===== config.mk =====
export PLATFORM = sky130hd
export DESIGN_NAME = ahb_shared_mgr
export DESIGN_NICKNAME = d
export VERILOG_FILES = /design/src/rtl/ahb_shared_mgr.sv
export SDC_FILE = /design/constraint.sdc
export NUM_CORES = 1
export LEC_CHECK = 0
export BUFFER_PORTS_ARGS = -buffer_cell sky130_fd_sc_hd__buf_4
export CORE_AREA = 2 2 157 159
export CTS_BUF_LIST = sky130_fd_sc_hd__clkbuf_4 sky130_fd_sc_hd__clkbuf_8
export DETAILED_ROUTE_END_ITERATION = 8
export DIE_AREA = 0 0 159 161
export PLACE_DENSITY = 0.61
export SYNTH_ARGS = -nofsm -noshare
export SYNTH_HDL_FRONTEND = slang
export SYNTH_SLANG_ARGS = --single-unit
export TNS_END_PERCENT = 5

===== constraint.sdc =====
create_clock -name clk -period 1.95 [get_ports clk]
set_clock_uncertainty 0.05 [all_clocks]
set_input_delay 0.39 -clock clk [delete_from_list [all_inputs] [get_ports clk]]
set_output_delay 0.39 -clock clk [all_outputs]
set_load 0.02 [all_outputs]

===== src/rtl/ahb_shared_mgr.sv =====
module ahb_shared_mgr #(
  parameter int         ADDR_W  = 32,
  parameter logic [7:0] CORE_ID = 8'h00,
  parameter logic [7:0] SBA_ID  = 8'h01
) (
  input  logic              clk,
  input  logic              rst_n,
  input  logic              if_req,
  input  logic [ADDR_W-1:0] if_addr,
  input  logic              if_priv,
  output logic              if_gnt,
  output logic              if_rsp,
  output logic              if_err,
  output logic [31:0]       if_rdata,
  input  logic              ls_req,
  input  logic [ADDR_W-1:0] ls_addr,
  input  logic              ls_write,
  input  logic [1:0]        ls_size,
  input  logic [31:0]       ls_wdata,
  input  logic              ls_priv,
  input  logic              ls_excl,
  output logic              ls_gnt,
  output logic              ls_rsp,
  output logic              ls_err,
  output logic              ls_exokay,
  output logic [31:0]       ls_rdata,
  input  logic              sba_vld,
  input  logic [ADDR_W-1:0] sba_addr,
  input  logic              sba_write,
  input  logic [1:0]        sba_size,
  input  logic [31:0]       sba_wdata,
  output logic              sba_rdy,
  output logic              sba_rsp,
  output logic              sba_err,
  output logic [31:0]       sba_rdata,
  output logic [ADDR_W-1:0] haddr,
  output logic              hwrite,
  output logic [1:0]        htrans,
  output logic [2:0]        hsize,
  output logic [2:0]        hburst,
  output logic [3:0]        hprot,
  output logic              hmastlock,
  output logic [7:0]        hmaster,
  output logic              hexcl,
  output logic [31:0]       hwdata,
  input  logic              hready,
  input  logic              hresp,
  input  logic              hexokay,
  input  logic [31:0]       hrdata
);
  localparam logic [1:0] SRC_IF  = 2'd0;
  localparam logic [1:0] SRC_LS  = 2'd1;
  localparam logic [1:0] SRC_SBA = 2'd2;
  localparam logic [1:0] TR_IDLE = 2'b00;
  localparam logic [1:0] TR_NSEQ = 2'b10;

  logic              a_vld, a_write, a_priv, a_excl;
  logic [1:0]        a_src, a_size;
  logic [ADDR_W-1:0] a_addr;
  logic [31:0]       a_wdata, a_lanes;
  logic              d_vld, err_hold;
  logic [1:0]        d_src;
  logic [31:0]       d_wdata;
  logic              load_ok, d_done;

  assign load_ok = !a_vld || (hready && !err_hold);

  assign ls_gnt  = ls_req && load_ok;
  assign sba_rdy = sba_vld && !ls_req && load_ok;
  assign if_gnt  = if_req && !ls_req && !sba_vld && load_ok;

  assign a_lanes = (a_size == 2'd0) ? {4{a_wdata[7:0]}} :
                   (a_size == 2'd1) ? {2{a_wdata[15:0]}} : a_wdata;

  always_ff @(posedge clk or negedge rst_n) begin
    if (!rst_n) begin
      a_vld    <= 1'b0;
      a_src    <= SRC_IF;
      a_addr   <= '0;
      a_write  <= 1'b0;
      a_size   <= 2'd0;
      a_wdata  <= '0;
      a_priv   <= 1'b0;
      a_excl   <= 1'b0;
      d_vld    <= 1'b0;
      d_src    <= SRC_IF;
      d_wdata  <= '0;
      err_hold <= 1'b0;
    end else begin
      err_hold <= d_vld && hresp && !hready;
      if (hready) begin
        d_vld   <= a_vld && !err_hold;
        d_src   <= a_src;
        d_wdata <= a_lanes;
      end
      if (ls_gnt) begin
        a_vld   <= 1'b1;
        a_src   <= SRC_LS;
        a_addr  <= ls_addr;
        a_write <= ls_write;
        a_size  <= ls_size;
        a_wdata <= ls_wdata;
        a_priv  <= ls_priv;
        a_excl  <= ls_excl;
      end else if (sba_rdy) begin
        a_vld   <= 1'b1;
        a_src   <= SRC_SBA;
        a_addr  <= sba_addr;
        a_write <= sba_write;
        a_size  <= sba_size;
        a_wdata <= sba_wdata;
        a_priv  <= 1'b1;
        a_excl  <= 1'b0;
      end else if (if_gnt) begin
        a_vld   <= 1'b1;
        a_src   <= SRC_IF;
        a_addr  <= if_addr;
        a_write <= 1'b0;
        a_size  <= 2'd2;
        a_wdata <= '0;
        a_priv  <= if_priv;
        a_excl  <= 1'b0;
      end else if (load_ok) begin
        a_vld <= 1'b0;
      end
    end
  end

  assign htrans    = (a_vld && !err_hold) ? TR_NSEQ : TR_IDLE;
  assign haddr     = a_addr;
  assign hwrite    = a_write;
  assign hsize     = {1'b0, a_size};
  assign hburst    = 3'b000;
  assign hmastlock = 1'b0;
  assign hprot     = {2'b00, a_priv, a_src != SRC_IF};
  assign hmaster   = (a_src == SRC_SBA) ? SBA_ID : CORE_ID;
  assign hexcl     = htrans[1] && a_excl;
  assign hwdata    = d_wdata;

  assign d_done    = d_vld && hready;
  assign if_rsp    = d_done && d_src == SRC_IF;
  assign ls_rsp    = d_done && d_src == SRC_LS;
  assign sba_rsp   = d_done && d_src == SRC_SBA;
  assign if_err    = if_rsp && hresp;
  assign ls_err    = ls_rsp && hresp;
  assign sba_err   = sba_rsp && hresp;
  assign ls_exokay = ls_rsp && hexokay;
  assign if_rdata  = hrdata;
  assign ls_rdata  = hrdata;
  assign sba_rdata = hrdata;
endmodule


==> results.md <==
- The run finished with clean final reports.
- For this configuration, the core starts out at a cell density of 0.2755.
- The weighted congestion reported at the end of routability-driven placement is 0.7898.
- The number of failing hold endpoints at the final stage is 0.
- The standard cell area after detailed placement is about 8200 um2.
- The count of unique library cells instantiated by Yosys is 34.
- The ratio of cells with drive above 1 in the final layout is 0.4622.
- The overall routed net length is 21600 um.
- The met2 routing resource usage after global routing is 0.2779.
- The starting DRC count in detailed routing is 244.
- Of the total power, the clock network draws 0.207.
- The count of hold-fix buffers inserted at cts is 0.
- A synthesized cell averages 10.36 um2.
- The total via count in the routed design is approximately 5300.
- The die footprint is 25600 um2.
- The gate count after technology mapping is about 640.
- The area of the placeable core is 23960 um2.
- The first-pass GRT wire length is 32940 um.
- For met1 alone, demand over resource in global routing was 0.2031.
- The latest clock arrival within the worst-skew pair is 0.39 ns.
- The mux contribution to synthesized area is 0.1753.
- The half-perimeter wire length after placement is 15700 um.
- The net switching power is 2600 uW.
- For this run, the number of standard cells in the final layout without fillers is about 1100.
- The sequential share of the synthesized area is 0.4094.
- Including well taps, the total number of placed cells is 1088.
- Entering global routing, the biggest net connects around 110 pins.
- The number of max-slew violations in the final report is 0.
- Of the total power, the share spent switching nets is 0.3658.
- The initial antenna violation count is 0.
- Of the total synthesized cell area, the portion taken by full adders, half adders and majority gates is 0.
- The highest achievable clock rate is between 500 and 600 MHz.
- Leaving out fill and tap cells, the most frequent cell in the layout is sky130_fd_sc_hd__buf_4.
- The busiest layer in global routing is met2.
- In the routed layout, each cell is associated on average with a via count of 4.835.
- The count of clock tree sinks is about 110.
- In this run the power density over the cells is approximately 850 nW/um2.
- The worst register-to-register path begins at err_hold.
- At the end of the flow, the number of nets in the layout was 985.
- The start point of the critical path is err_hold.
- The floorplan die width is roughly 160 um.
- The final critical-path share of the clock period is 0.9559.
- The synthesized area is around 6600 um2.
- The aggregate global-route resource usage is 0.1665.
- The minimum clock period is 1.864 ns.
- After detailed routing, the average wire length per cell comes to 19.55 um.
- The number of buffers on the longest clock path is 2.
- The slew at the pin closest to its max-slew limit is about 0.63 ns.
- The proportion of register bits with asynchronous set or reset after synthesis is 1.000.
- The share of total power dissipated in combinational logic is 0.362.
- Of the total power, registers draw 0.431.
- The post-synthesis compound-gate area fraction was 0.1856.
- In the layout the commonest cells are 272 x sky130_fd_sc_hd__buf_4, 107 x sky130_fd_sc_hd__dfrtp_1, 56 x sky130_fd_sc_hd__mux2i_1.
- The total of warnings raised by yosys is 0.
- The critical path in this run is classified as reg -> out.
- The placement row count is between 50 and 60.
- The path class of the lowest-slack min-delay path is in -> async.
- The worst-case IR drop observed on VDD is 301.6 uV.
- TritonCTS built the clock tree.
- In this run, CTS created clock tree buffers numbering 9.
- The relative max-transition margin is 0.5794.
- Max-cap violations in this run came to 0.
- Of the total synthesized cell area, the portion taken by XOR and XNOR cells is 0.
- By area, the combinational part of the netlist is dominated by compound AO/OA/AOI/OAI gates.
- For this run, design rule violations remaining after detail routing come to 0.
- The final standard cell area without fillers is 8398 um2.
- The count of pins on the block boundary is 402.
- The tightest hold margin is 0.004846 ns.
- Data arrives at the worst endpoint at 1.42 ns.
- In the synthesized netlist the dominant register cell turns out to be sky130_fd_sc_hd__dfrtp_1.
- The remaining antenna violation count is 0.
- The flip-flop and latch count after synthesis is 108.
- Of all nets on the critical path, the largest fanout is 9.
- In this run the tool buffered the top-level ports with 258 buffer cells.
- After global routing the overflow that remains totals 0.
- The type of destination of the critical path is an output pin.
- STA classifies the critical path startpoint as a flop.
- The root buffer cell chosen for the clock tree is sky130_fd_sc_hd__clkbuf_8.
- After clock tree synthesis, the clock-pin slew on the worst setup and hold paths is between 0.1 and 0.15 ns.
- At the worst endpoint, the required time is 1.51 ns.
- The synthesized design contains 0 enable-type register cells.
- The simple-gate portion of the synthesized area is 0.05288.
- Power comes to roughly 7000 uW.
- The repair_antennas step left the layout with diodes totalling 0.
- The cell-internal power is 4509 uW.
- Relative to the synthesized area, the layout overhead comes to 27.22%.
- The standby leakage power is 0.003930 uW.
- The met3 track demand over resource in global routing is 0.04545.
- Before antenna repair, the detailed router went through 4 iterations.
- The CTS H-tree depth is 3.
- The count of final setup violators is 0.
- Setup repair after global routing could not meet its margin everywhere.
- The accumulated negative setup slack is 0 ns.
- The via count of the first global-routing pass came to 5539.
- The height of the chip is 161 um.
area by class of cell:
cell class	instances	area, um2
fillers	2466	15560
multi-input cells	370	2839
flip-flops and latches	108	2704
repair buffers	281	2222
well taps	324	405.4
clock buffers	9	123.9
clock inverters	7	81.33
inverters	6	22.52
worst paths after layout:
check	to	cells past startpoint	slack [ns]
min in group clk	a_excl	2	0.16
worst max-delay path	if_gnt	4	0.09
max in group asynchronous	hwdata[16]	2	1.37
worst min-delay path	haddr[18]	2	0.005
worst min register to register	a_excl	1	0.46
worst max register to register	a_wdata[6]	5	0.29
metrics by stage:
step | util | setup WS, ns
after floorplan | - | 0.001310
after global placement | 0.3409 | 0.2009
after detailed placement | 0.3409 | 0.1410
after CTS | 0.3500 | 0.03687
after global routing | 0.3505 | 0.003569
final | 0.3505 | 0.08608
flip-flops by register name (all words and copies together), names as in the netlist:
name,count
a_excl,1
a_priv,1
a_size,2
a_src,2
a_vld,1
a_wdata,32
d_src,2
d_vld,1
err_hold,1
haddr,32
hwdata,32
hwrite,1
repair_timing:
action,4_1_cts,5_1_grt
buffers inserted,1,0
cloned,0,0
resized for setup,3,3
setup endpoints to repair,4,4
synth_stat cells, types with 2 or more instances:
cell                        instances  area [um2]
sky130_fd_sc_hd__buf_4            116       870.8
sky130_fd_sc_hd__dfrtp_1          108        2703
sky130_fd_sc_hd__mux2i_1           56       560.5
sky130_fd_sc_hd__mux2_2            45       506.7
sky130_fd_sc_hd__nand2_1           43       161.4
sky130_fd_sc_hd__o21ai_0           40       200.2
sky130_fd_sc_hd__a221oi_1          36       315.3
sky130_fd_sc_hd__o211ai_1          35       262.8
sky130_fd_sc_hd__a2bb2oi_1         34       297.8
sky130_fd_sc_hd__buf_2             27       135.1
sky130_fd_sc_hd__nor2_1            18       67.56
sky130_fd_sc_hd__a21oi_1           16       80.08
sky130_fd_sc_hd__clkbuf_1          16       60.06
sky130_fd_sc_hd__and2_1             6       37.54
sky130_fd_sc_hd__buf_6              6       67.56
sky130_fd_sc_hd__mux2_4             6       90.09
sky130_fd_sc_hd__inv_1              5       18.77
sky130_fd_sc_hd__a22o_1             3       26.28
sky130_fd_sc_hd__nor2b_1            3       18.77
sky130_fd_sc_hd__a21o_1             2       15.01
sky130_fd_sc_hd__buf_1              2       7.510
sky130_fd_sc_hd__nor3b_1            2       15.01
power by group through the flow:
stage	clock, uW	sequential [uW]	combinational (uW)
finish	1470	3060	2570
global route	1620	3130	2770
CTS	1530	3070	2610
detailed placement	0	3100	2600
global placement	0	3110	2570
floorplan	0	3350	1360
metal layers:
layer / vias to the layer above / wire length (um) / share of wire
li1: 2465 / - / -
met1: 2541 / 8724 / 0.40
met2: 279 / 10370 / 0.48
met3: 58 / 1739 / 0.081
met4: 0 / 766 / 0.035
met5: - / 0 / 0
logic make-up (layout without fill, tap and decap cells):
group / after synthesis / in the layout
other cells: 1 / 15
mux: 107 / 107
simple gates: 79 / 79
flops: 108 / 108
buf+inv: 173 / 303
compound gates: 169 / 169
worst max-delay path: stages, from the launching register on:
cell	delay [ns]
sky130_fd_sc_hd__dfrtp_1	0.41
sky130_fd_sc_hd__nand2b_4	0.21
sky130_fd_sc_hd__nand2_2	0.12
sky130_fd_sc_hd__and3_1	0.15
sky130_fd_sc_hd__buf_4	0.14
(Power assumes the default switching activity.)
